File: src/rtl/dram_refresh_pkg.sv
package dram_refresh_pkg;

  typedef enum logic [1:0] {
    RF_IDLE   = 2'd0,
    RF_CAS_SU = 2'd1,
    RF_RAS_LO = 2'd2,
    RF_PRE    = 2'd3
  } rf_state_e;

  function automatic int ceil_div(input int num, input int den);
    return (num + den - 1) / den;
  endfunction

  function automatic int max_int(input int a, input int b);
    return (a > b) ? a : b;
  endfunction

endpackage

File: src/rtl/rf_interval_timer.sv
module rf_interval_timer #(
  parameter int INTERVAL_CYC = 3900
) (
  input  logic clk_i,
  input  logic rst_ni,
  output logic tick_o
);
  localparam int TW = $clog2(INTERVAL_CYC + 1);
  localparam logic [TW-1:0] LAST = TW'(INTERVAL_CYC - 1);

  logic [TW-1:0] cnt_q;

  always_ff @(posedge clk_i or negedge rst_ni) begin
    if (!rst_ni)            cnt_q <= '0;
    else if (cnt_q == LAST) cnt_q <= '0;
    else                    cnt_q <= cnt_q + 1'b1;
  end

  assign tick_o = (cnt_q == LAST);
endmodule

File: src/rtl/rf_backlog.sv
module rf_backlog #(
  parameter int BACKLOG_MAX = 15,
  parameter int URGENT_LVL  = 8,
  localparam int BW = $clog2(BACKLOG_MAX + 1)
) (
  input  logic          clk_i,
  input  logic          rst_ni,
  input  logic          inc_i,
  input  logic          dec_i,
  output logic [BW-1:0] cnt_o,
  output logic          pend_o,
  output logic          urgent_o
);
  localparam logic [BW-1:0] CMAX = BW'(BACKLOG_MAX);
  localparam logic [BW-1:0] CURG = BW'(URGENT_LVL);

  logic [BW-1:0] cnt_q, cnt_d;

  always_comb begin
    cnt_d = cnt_q;
    if (inc_i && !dec_i && cnt_q != CMAX)      cnt_d = cnt_q + 1'b1;
    else if (dec_i && !inc_i && cnt_q != '0)   cnt_d = cnt_q - 1'b1;
  end

  always_ff @(posedge clk_i or negedge rst_ni) begin
    if (!rst_ni) cnt_q <= '0;
    else         cnt_q <= cnt_d;
  end

  assign cnt_o    = cnt_q;
  assign pend_o   = (cnt_q != '0);
  assign urgent_o = (cnt_q >= CURG);
endmodule

File: src/rtl/rf_row_counter.sv
module rf_row_counter #(
  parameter int ROW_W = 9
) (
  input  logic             clk_i,
  input  logic             rst_ni,
  input  logic             adv_i,
  output logic [ROW_W-1:0] row_o
);
  logic [ROW_W-1:0] row_q;

  // natural wrap at 2**ROW_W
  always_ff @(posedge clk_i or negedge rst_ni) begin
    if (!rst_ni)    row_q <= '0;
    else if (adv_i) row_q <= row_q + 1'b1;
  end

  assign row_o = row_q;
endmodule

File: src/rtl/rf_strobe_seq.sv
module rf_strobe_seq
  import dram_refresh_pkg::*;
#(
  parameter int CAS_SETUP_CYC = 3,
  parameter int CAS_HOLD_CYC  = 3,
  parameter int RAS_LOW_CYC   = 9,
  parameter int RAS_PRE_CYC   = 7
) (
  input  logic clk_i,
  input  logic rst_ni,
  input  logic start_i,
  input  logic ras_only_i,
  output logic busy_o,
  output logic mode_o,
  output logic done_o,
  output logic ras_no,
  output logic cas_no
);
  localparam int LEN_MAX = max_int(max_int(CAS_SETUP_CYC, RAS_LOW_CYC), RAS_PRE_CYC);
  localparam int CW      = $clog2(LEN_MAX + 1);
  localparam logic [CW-1:0] SU_LAST  = CW'(CAS_SETUP_CYC - 1);
  localparam logic [CW-1:0] LO_LAST  = CW'(RAS_LOW_CYC - 1);
  localparam logic [CW-1:0] PRE_LAST = CW'(RAS_PRE_CYC - 1);
  localparam logic [CW-1:0] HOLD_N   = CW'(CAS_HOLD_CYC);

  rf_state_e     st_q, st_d;
  logic [CW-1:0] el_q, el_d;
  logic          mode_q, mode_d;

  always_comb begin
    st_d   = st_q;
    el_d   = el_q + 1'b1;
    mode_d = mode_q;
    unique case (st_q)
      RF_IDLE: begin
        el_d = '0;
        if (start_i) begin
          mode_d = ras_only_i;
          st_d   = ras_only_i ? RF_RAS_LO : RF_CAS_SU;
        end
      end
      RF_CAS_SU: if (el_q == SU_LAST) begin
        st_d = RF_RAS_LO;
        el_d = '0;
      end
      RF_RAS_LO: if (el_q == LO_LAST) begin
        st_d = RF_PRE;
        el_d = '0;
      end
      RF_PRE: if (el_q == PRE_LAST) begin
        st_d = RF_IDLE;
        el_d = '0;
      end
      default: begin
        st_d = RF_IDLE;
        el_d = '0;
      end
    endcase
  end

  always_ff @(posedge clk_i or negedge rst_ni) begin
    if (!rst_ni) begin
      st_q   <= RF_IDLE;
      el_q   <= '0;
      mode_q <= 1'b0;
    end else begin
      st_q   <= st_d;
      el_q   <= el_d;
      mode_q <= mode_d;
    end
  end

  assign busy_o = (st_q != RF_IDLE);
  assign mode_o = mode_q;
  assign done_o = (st_q == RF_PRE) && (el_q == PRE_LAST);
  assign ras_no = (st_q != RF_RAS_LO);
  assign cas_no = !((st_q == RF_CAS_SU) ||
                    ((st_q == RF_RAS_LO) && !mode_q && (el_q < HOLD_N)));
endmodule

File: src/rtl/dram_refresh_sched.sv
module dram_refresh_sched
  import dram_refresh_pkg::*;
#(
  parameter int CLK_PERIOD_NS = 4,
  parameter int INTERVAL_CYC  = 15600 / CLK_PERIOD_NS,
  parameter int ROW_W         = 9,
  parameter int BACKLOG_MAX   = 15,
  parameter int URGENT_LVL    = 8,
  parameter int CAS_SETUP_CYC = ceil_div(10, CLK_PERIOD_NS),
  parameter int CAS_HOLD_CYC  = ceil_div(10, CLK_PERIOD_NS),
  parameter int RAS_LOW_CYC   = ceil_div(35, CLK_PERIOD_NS),
  parameter int RAS_PRE_CYC   = max_int(ceil_div(25, CLK_PERIOD_NS),
                                        ceil_div(65, CLK_PERIOD_NS) - RAS_LOW_CYC - 1),
  localparam int BW = $clog2(BACKLOG_MAX + 1)
) (
  input  logic             clk_i,
  input  logic             rst_ni,
  input  logic             ras_only_i,
  input  logic             gnt_i,
  output logic             req_o,
  output logic             urgent_o,
  output logic [BW-1:0]    backlog_o,
  output logic             drive_o,
  output logic             ras_no,
  output logic             casl_no,
  output logic             cash_no,
  output logic             we_no,
  output logic [ROW_W-1:0] addr_o
);
  logic             tick, done, busy, mode, cas_n, pend;
  logic [ROW_W-1:0] row;

  rf_interval_timer #(.INTERVAL_CYC(INTERVAL_CYC)) u_timer (
    .clk_i, .rst_ni, .tick_o(tick)
  );

  rf_backlog #(.BACKLOG_MAX(BACKLOG_MAX), .URGENT_LVL(URGENT_LVL)) u_backlog (
    .clk_i, .rst_ni, .inc_i(tick), .dec_i(done),
    .cnt_o(backlog_o), .pend_o(pend), .urgent_o(urgent_o)
  );

  rf_strobe_seq #(
    .CAS_SETUP_CYC(CAS_SETUP_CYC), .CAS_HOLD_CYC(CAS_HOLD_CYC),
    .RAS_LOW_CYC(RAS_LOW_CYC), .RAS_PRE_CYC(RAS_PRE_CYC)
  ) u_seq (
    .clk_i, .rst_ni, .start_i(pend && gnt_i), .ras_only_i,
    .busy_o(busy), .mode_o(mode), .done_o(done), .ras_no(ras_no), .cas_no(cas_n)
  );

  rf_row_counter #(.ROW_W(ROW_W)) u_rows (
    .clk_i, .rst_ni, .adv_i(done && mode), .row_o(row)
  );

  assign req_o   = pend;
  assign drive_o = busy;
  assign casl_no = cas_n;
  assign cash_no = cas_n;
  assign we_no   = 1'b1;
  assign addr_o  = (busy && mode) ? row : '0;
endmodule

File: config.mk
export PLATFORM = sky130hd
export DESIGN_NAME = dram_refresh_sched
export DESIGN_NICKNAME = d
export VERILOG_FILES = /design/src/rtl/dram_refresh_pkg.sv /design/src/rtl/rf_interval_timer.sv /design/src/rtl/rf_backlog.sv /design/src/rtl/rf_row_counter.sv /design/src/rtl/rf_strobe_seq.sv /design/src/rtl/dram_refresh_sched.sv
export SDC_FILE = /design/constraint.sdc
export NUM_CORES = 1
export LEC_CHECK = 0
export ABC_AREA = 1
export BUFFER_PORTS_ARGS = -buffer_cell sky130_fd_sc_hd__buf_4
export CORE_MARGIN = 1.5
export CORE_UTILIZATION = 62
export DETAILED_ROUTE_END_ITERATION = 8
export GPL_TIMING_DRIVEN = 1
export PLACE_DENSITY = 0.83
export SLEW_MARGIN = 5
export SYNTH_ARGS = -nofsm -noshare
export SYNTH_HDL_FRONTEND = slang
export SYNTH_HIERARCHICAL = 1
export SYNTH_SLANG_ARGS = --single-unit
File: constraint.sdc
create_clock -name clk_i -period 5.9 [get_ports clk_i]
set_clock_uncertainty 0.05 [all_clocks]
set_input_delay 0 -clock clk_i [delete_from_list [all_inputs] [get_ports clk_i]]
set_output_delay 0 -clock clk_i [all_outputs]
set_load 0.02 [all_outputs]
==> results.py <==
metrics = {
    "synth": {
        "synth_cell_types": 30,
        "yosysTopAreaCell": "dfrtp_1",
        "synthesis.area_sq_um": 2070,
        "synth_ff_type": "dfrtp_1",
        "ys_top_cells_by_area": "dfrtp_1, nand2_1, inv_1",
        "seq_area_frac_synth": 0.386,
        "yosys_warnings": 6,
        "yosysMostFrequentCell": "nand2_1",
        "async_flop_share": 1.00,
        "synth_commonest_cells": "nand2_1, inv_1, nor2_1, dfrtp_1, nand3_1",
        "syn_area_per_cell_sq_um": 7.68,
        "ys_ff_latch": 32,
        "synth_cells": 270,
        "synth_fp_nets": 287,
        "synth-edff-count": 0,
        "yosys.area.top_type_share": 0.386,
    },
    "clock_tree": {
        "cts-htree-levels": 2,
        "cts_buffers": 5,
        "clock_latency_ps": 350,
        "hold_buffers": 3,
        "cts_resized": 0,
        "path_clk_slew_ps": 100,
        "cts-root-buf": "clkbuf_4",
        "cts_setup_buffers": 0,
        "cts_tree": "yes",
        "clock_sinks": 32,
        "clock_path_buffers": 2,
    },
    "critical_path": {
        "slowest_delay_ps": 380,
        "path_depth": 15,
        "setup.worst_path.end_class": "flop",
        "crit_family": "simple AND/OR/NAND/NOR gates",
        "crit_fanout": 6,
        "r2r_slack_ps": 3270,
        "rr_worst_depth": 15,
        "critPathKind": "reg2reg",
        "crit_chain": "ha_1, nand2_1, nor2_1, nand3_1, inv_1, inv_1, nor2_1, o21ai_4, ha_1, or2_0, nand2_1, nand3_1, nand3_1, nand2_1, nand2_1",
        "critPathMostFrequentCell": "nand2_1",
        "cp_data_required_time_ps": 6140,
        "worst-endpoint-arrival_ps": 2870,
        "start_kind": "flop",
        "slowest_stage": "dfrtp_1",
        "critPathBufInv": 2,
    },
    "drt": {
        "postRouteAntennaNets": 0,
        "routedWlPerCell_microns": 11.7,
        "drc": 0,
        "dr_wl_met2_microns": 1980,
        "highest_layer": "met4",
        "drt-initial-drc-count": 87,
        "wl_microns": 4000,
        "wl_met1_microns": 1790,
        "wl_met3_microns": 151,
        "viasPerCell": 4.99,
        "vias": 1712,
        "drt_first_pass_iters": 7,
    },
    "timing": {
        "fin_setup_tns_ps": 0,
        "finalHoldViolations": 0,
        "setup_viol": 0,
        "finalCritPeriodShare": 0.446,
        "fin_crit_ps": 2630,
        "whs_ps": 61.9,
        "fin_ws_ps": 3270,
        "max_freq_ghz": 0.380,
        "slew_viol_final": 0,
        "rsz0062_at_grt": "false",
    },
    "layout": {
        "drive_gt1_frac": 0.171,
        "finish.instance_area_sq_um": 2370,
        "syn_to_final_growth_pct": 14.3,
        "postLayoutCoreUtil": 0.764,
        "fillers": 248,
        "fin_nets": 315,
        "n_antenna_cell": 0,
    },
    "place": {
        "placed_area_sq_um": 2260,
        "routabilityCongestion": 0.855,
        "io_buffers": 22,
        "pre_cts_slack_ps": 3330,
        "place_hpwl_microns": 2820,
    },
    "floorplan": {
        "coreArea_sq_um": 3100,
        "num_io_pins": 24,
        "die_area_sq_um": 3700,
        "floorplan.initialDensity": 0.668,
        "dieWidth_microns": 60.8,
        "die_h_microns": 60.8,
        "rows": 20,
    },
    "global_route": {
        "grt_pass1_wl_microns": 6680,
        "grt-ovfl-total": 0,
        "antenna_found_initial": 0,
        "grt_max_degree": 33,
        "grt_usage": 0.247,
        "grt_pass1_vias": 1574,
    },
    "status": {
        "status": "complete, no violations",
    },
    "power": {
        "p_leak_uw": 0.00124,
        "p_per_area_nw_per_um2": 166,
        "ir_worst_vdd_mv": 0.123,
    },
    "min_path": {
        "hold_class": "in2async",
    },
    "job": {
        "cap_violations": 0,
    },
}
-- metrics by stage --
| stage | instances | power (uW) |
|---|---|---|
| after floorplan | 270 | 225 |
| after global placement | 332 | 231 |
| after detailed placement | 332 | 231 |
| after CTS | 343 | 399 |
| after global routing | 343 | 408 |
| final | 343 | 394 |
-- worst paths after layout --
path / startpoint / endpoint
worst max register to register: u_timer/cnt_q[1] / u_backlog/cnt_o[3]
worst min-delay path: rst_ni / u_rows/row_o[4]
worst min register to register: u_seq/el_q[0] / u_seq/el_q[0]
worst max-delay path: u_timer/cnt_q[1] / u_backlog/cnt_o[3]
max in group asynchronous: rst_ni / u_backlog/cnt_o[1]
min in group clk_i: gnt_i / u_seq/st_q[0]
-- state kept, by name (all words and copies together) (netlist names) --
signal / count
u_rows/row_o: 9
u_backlog/cnt_o: 4
u_seq/el_q: 4
u_seq/st_q: 2
u_timer/cnt_q: 12
u_seq/mode_o: 1
-- logic make-up (layout without fill, tap and decap cells) --
family / after synthesis / in the layout / share of synthesized area
buffers and inverters: 54 / 83 / 0.105
AOI/OAI and AO/OA: 14 / 14 / 0.0465
DFF: 32 / 32 / 0.386
and+or+nand+nor: 142 / 142 / 0.318
xor gates and xnor gates: 13 / 13 / 0.0549
adders and majority gates: 13 / 13 / 0.0821
other: 1 / 1 / 0.00181
muxes: 1 / 1 / 0.00543
-- routing by layer --
metal,track usage,up-vias
met5,0,-
met4,0.115,0
met3,0.0384,11
met2,0.415,42
met1,0.313,776
li1,-,883
-- power by group --
part	internal [uW]	switching [uW]	total (uW)
Combinational	2.56	5.69	8.25
Sequential	219	0	219
Clock	88.7	78.2	167
-- final cells by class --
type	count	area (sq um)	share of cell area
Multi-Input combinational cell	184	1050	0.445
Sequential cell	32	801	0.338
Timing Repair Buffer	25	195	0.0824
Inverter	50	188	0.0792
Tap cell	44	55.1	0.0232
Clock buffer	6	41.3	0.0174
Clock inverter	2	35.0	0.0148
-- layout by cell type, fill, tap and decap left out, types with 3 or more instances in the layout --
cell type      Yosys  layout
nor2_1            39      39
nand2_1           57      57
dfrtp_1           32      32
nand3_1           20      20
nor2_4             3       3
buf_4              2      22
o21ai_0            3       3
inv_1             49      49
a21oi_1            7       7
dlygate4sd3_1      0       3
ha_1              12      12
nand4_1            5       5
xor2_1            10      10
nand3_2            4       4
nand2_2            7       7
clkbuf_4           0       5
xnor2_1            3       3
No activity file was read; power rests on OpenSTA's default activity.
